===== src/rtl/dma_mode_steer_pkg.sv =====
package dma_mode_steer_pkg;

  typedef enum logic [1:0] {
    MODE_IDLE   = 2'd0,
    MODE_CODE   = 2'd1,
    MODE_DECODE = 2'd2,
    MODE_XFER   = 2'd3
  } op_mode_e;

  localparam int NUM_PORTS = 4;
  localparam int PORT_W    = $clog2(NUM_PORTS);

  localparam logic [PORT_W-1:0] PORT_ENC_RD = 2'd0;
  localparam logic [PORT_W-1:0] PORT_DEC_WR = 2'd1;
  localparam logic [PORT_W-1:0] PORT_BUF_RD = 2'd2;
  localparam logic [PORT_W-1:0] PORT_BUF_WR = 2'd3;

endpackage


===== src/rtl/dma_mode_steer_req.sv =====
module dma_mode_steer_req
  import dma_mode_steer_pkg::*;
(
  input  logic     clk,
  input  logic     rst,
  input  op_mode_e mode,
  input  logic     enc_has_data,
  input  logic     dec_has_space,
  input  logic     buf_ready,
  output logic     dreq
);

  logic want;

  always_comb begin
    unique case (mode)
      MODE_CODE:   want = enc_has_data;
      MODE_DECODE: want = dec_has_space;
      MODE_XFER:   want = buf_ready;
      default:     want = 1'b0;
    endcase
  end

  always_ff @(posedge clk) begin
    if (rst) dreq <= 1'b0;
    else     dreq <= want;
  end

endmodule


===== src/rtl/dma_mode_steer_ack.sv =====
module dma_mode_steer_ack (
  input  logic clk,
  input  logic rst,
  input  logic dack_n,
  input  logic cs_n,
  output logic accept,
  output logic conflict
);

  logic dack_n_q;
  logic ack_edge;
  logic clash;

  assign ack_edge = dack_n_q && !dack_n;
  assign clash    = !dack_n && !cs_n;
  assign accept   = ack_edge && !clash;

  always_ff @(posedge clk) begin
    if (rst) begin
      dack_n_q <= 1'b1;
      conflict <= 1'b0;
    end else begin
      dack_n_q <= dack_n;
      if (clash) conflict <= 1'b1;
    end
  end

endmodule


===== src/rtl/dma_mode_steer_route.sv =====
module dma_mode_steer_route
  import dma_mode_steer_pkg::*;
(
  input  logic                 clk,
  input  logic                 rst,
  input  op_mode_e             mode,
  input  logic                 buf_dir,
  input  logic                 accept,
  output logic [NUM_PORTS-1:0] strobe
);

  logic              sel_valid;
  logic [PORT_W-1:0] sel_port;

  always_comb begin
    sel_valid = 1'b1;
    sel_port  = PORT_ENC_RD;
    unique case (mode)
      MODE_CODE:   sel_port = PORT_ENC_RD;
      MODE_DECODE: sel_port = PORT_DEC_WR;
      MODE_XFER:   sel_port = buf_dir ? PORT_BUF_WR : PORT_BUF_RD;
      default:     sel_valid = 1'b0;
    endcase
  end

  for (genvar p = 0; p < NUM_PORTS; p++) begin : g_port
    always_ff @(posedge clk) begin
      if (rst) strobe[p] <= 1'b0;
      else     strobe[p] <= accept && sel_valid && (sel_port == PORT_W'(p));
    end
  end

endmodule


===== src/rtl/dma_mode_steer.sv =====
module dma_mode_steer
  import dma_mode_steer_pkg::*;
(
  input  logic       clk,
  input  logic       rst,
  input  logic [1:0] mode_i,
  input  logic       buf_dir_i,
  input  logic       enc_has_data_i,
  input  logic       dec_has_space_i,
  input  logic       buf_ready_i,
  input  logic       dack_n_i,
  input  logic       cs_n_i,
  output logic       dreq_o,
  output logic       enc_rd_o,
  output logic       dec_wr_o,
  output logic       buf_rd_o,
  output logic       buf_wr_o,
  output logic       conflict_o
);

  op_mode_e             mode;
  logic                 accept;
  logic [NUM_PORTS-1:0] strobe;

  assign mode = op_mode_e'(mode_i);

  dma_mode_steer_req u_req (
    .clk          (clk),
    .rst          (rst),
    .mode         (mode),
    .enc_has_data (enc_has_data_i),
    .dec_has_space(dec_has_space_i),
    .buf_ready    (buf_ready_i),
    .dreq         (dreq_o)
  );

  dma_mode_steer_ack u_ack (
    .clk     (clk),
    .rst     (rst),
    .dack_n  (dack_n_i),
    .cs_n    (cs_n_i),
    .accept  (accept),
    .conflict(conflict_o)
  );

  dma_mode_steer_route u_route (
    .clk    (clk),
    .rst    (rst),
    .mode   (mode),
    .buf_dir(buf_dir_i),
    .accept (accept),
    .strobe (strobe)
  );

  assign enc_rd_o = strobe[PORT_ENC_RD];
  assign dec_wr_o = strobe[PORT_DEC_WR];
  assign buf_rd_o = strobe[PORT_BUF_RD];
  assign buf_wr_o = strobe[PORT_BUF_WR];

endmodule


===== config.mk =====
export PLATFORM = sky130hd
export DESIGN_NAME = dma_mode_steer
export DESIGN_NICKNAME = d
export VERILOG_FILES = /design/src/rtl/dma_mode_steer_pkg.sv /design/src/rtl/dma_mode_steer_req.sv /design/src/rtl/dma_mode_steer_ack.sv /design/src/rtl/dma_mode_steer_route.sv /design/src/rtl/dma_mode_steer.sv
export SDC_FILE = /design/constraint.sdc
export NUM_CORES = 1
export LEC_CHECK = 0
export BUFFER_PORTS_ARGS = -buffer_cell sky130_fd_sc_hd__buf_2
export CELL_PAD_IN_SITES_DETAIL_PLACEMENT = 2
export CELL_PAD_IN_SITES_GLOBAL_PLACEMENT = 2
export CORE_AREA = 2 2 39 41
export DETAILED_ROUTE_END_ITERATION = 10
export DIE_AREA = 0 0 41 43
export PLACE_DENSITY_LB_ADDON = 0.1
export SKIP_CTS_REPAIR_TIMING = 1
export SLEW_MARGIN = 20
export SYNTH_ARGS = -nofsm -noshare
export SYNTH_HDL_FRONTEND = slang
export SYNTH_SLANG_ARGS = --single-unit

===== constraint.sdc =====
create_clock -name clk -period 1.2 [get_ports clk]
set_clock_uncertainty 0.15 [all_clocks]
set_input_delay 0.06 -clock clk [delete_from_list [all_inputs] [get_ports clk]]
set_output_delay 0.06 -clock clk [all_outputs]
set_load 0.05 [all_outputs]

==> flow_summary.json <==
{
  "status": "finished clean",
  "finalHoldViolCount": 0,
  "yosysWarnings": 0,
  "fp.dieH_um": 43,
  "routed.top_layer": "met3",
  "synth_fp_nets": 30,
  "fp-row-count": 14,
  "synth_xor_area_frac": 0,
  "dr_wl_met3_um": 49,
  "antenna_found_initial": 0,
  "fmax_mhz": 876,
  "place_inst": 51,
  "die_area_um2": 1760,
  "wl_met2_um": 372,
  "relSlewSlack": 0.834,
  "max_stage_delay_ps": 560,
  "fin_crit_sh": 0.951,
  "required_ps": 1220,
  "worst-slew-pin-transition_ps": 251,
  "fin_cells": 61,
  "report.final.slew_viol_count": 0,
  "place.gp.congestion": 0.566,
  "grt-ovfl-total": 0,
  "crit_type": "in2reg",
  "synth_cell_types": 13,
  "setup_viol": 0,
  "synthAdderAreaFrac": 0,
  "area_growth_pct": 71.8,
  "root_buffer": "clkbuf_4",
  "final_nets": 56,
  "layout_common_cells": "buf_2, dfxtp_1, dlygate4sd3_1",
  "diodes": 0,
  "arrival_ps": 1160,
  "peakVddDrop_mv": 0.484,
  "drtPass1Iterations": 1,
  "synth_cells": 20,
  "setup_slack_ps": 58.8,
  "final.min_clock_period_ps": 1140,
  "vias": 243,
  "drt_wl_total_um": 690,
  "synthTopCellsByArea": "dfxtp_1, nand4bb_4, a211oi_2",
  "path_max_fanout": 4,
  "grt_max_degree": 6,
  "yosysSeqAreaShare": 0.554,
  "total_power_mw": 0.550,
  "ys_seq_elements": 7,
  "drv_cap": 0,
  "drt_iter0_drc": 0,
  "cts_tree": "built",
  "ant_nets": 0,
  "grt_pass1_wl_um": 1010,
  "clockBufferDepth": 2,
  "path_buf_inv": 2,
  "wirelength_met1_um": 268,
  "start_util": 0.183,
  "core_area_um2": 1380,
  "whs_ps": 15.9,
  "endpoint_kind": "flop",
  "grtUsageTotal": 0.0897,
  "rrSetupSlack_ps": 290,
  "htreeDepth": 1,
  "cts_inserted_buffers": 3,
  "crit_family": "buffers and inverters",
  "yosys.area.top_type": "dfxtp_1",
  "vias_per_cell": 3.98,
  "drc": 0,
  "avgSynthCellArea_um2": 12.6,
  "slowest_stage": "dlygate4sd3_1",
  "final_util": 0.314,
  "crit_path_start_kind": "primary input",
  "drive_gt1_frac": 0.511,
  "muxShareOfSynthArea": 0.0396,
  "pin_count": 16,
  "clk_latency_ps": 250,
  "dp_slack_ps": 289,
  "grt_pass1_vias": 241,
  "p_leak_nw": 0.198,
  "cts.sinks": 7,
  "post_drt_wl_per_cell_um": 11.3,
  "synth_area_um2": 253,
  "synthSimpleGateAreaFrac": 0.282,
  "synth_top_family_by_area": "simple AND/OR/NAND/NOR gates",
  "synth_compound_area_frac": 0.109,
  "synth_top_area_share": 0.554,
  "hold_class": "in2reg",
  "port-buffer-count": 15,
  "path_cells": "dlygate4sd3_1 > buf_2 > nand4bb_4 > nor3b_1",
  "clk_pin_slew_ps": 50,
  "mostFrequentLayoutCell": "buf_2",
  "power_density_nw_per_um2": 1270,
  "die_w_um": 41
}
kinds of logic (layout without fill, tap and decap cells):
logic type,Yosys count,in the layout
and+or+nand+nor,8,8
DFF,7,7
buffers and inverters,1,26
AOI/OAI and AO/OA,3,3
muxes,1,1
Yosys cell counts:
master / instances
nor3_1: 2
a211oi_2: 1
o21ba_2: 1
dfxtp_1: 7
mux2i_1: 1
a21oi_1: 1
nor2_1: 1
nor3b_1: 1
or2_2: 1
inv_1: 1
nand4bb_4: 1
nor3b_2: 1
nand2_1: 1
routing by layer:
metal | vias up | global-route usage
li1 | 122 | -
met1 | 114 | 0.101
met5 | - | 0
met4 | 0 | 0.0800
met3 | 0 | 0.0314
met2 | 7 | 0.125
registers in the layout, summed over array words and instances (netlist names):
name / count
u_route.strobe: 4
u_ack.conflict: 1
u_ack.dack_n_q: 1
u_req.dreq: 1
cell type report:
cell class,instances,area [um2]
well taps,16,20.0
clock buffers,4,26.3
inverters,1,3.75
fillers,160,950
flip-flops and latches,7,140
multi-input cells,12,109
repair buffers,21,135
where the power goes:
| part | switching [mW] | internal (mW) |
|---|---|---|
| Clock | 0.0901 | 0.127 |
| Sequential | 0.00300 | 0.241 |
| Combinational | 0.0465 | 0.0429 |
through the flow:
step,cell area [um2],setup TNS (ps)
detailed placement,348,0
CTS,374,0
global placement,348,0
floorplan,253,0
finish,434,0
global route,434,-16.7
worst paths after layout:
check                       from           endpoint  cells past startpoint
setup / recovery        dack_n_i  u_route.strobe[1]                      4
hold / removal               rst  u_route.strobe[2]                      3
setup reg to reg  u_ack.dack_n_q  u_route.strobe[1]                      2
hold reg to reg   u_ack.dack_n_q  u_route.strobe[2]                      2
worst register-to-register path: stages (launching register included):
cell and delay, ps:
dfxtp_1 350, nand4bb_4 130, nor3b_1 200
(Power assumes the default switching activity.)
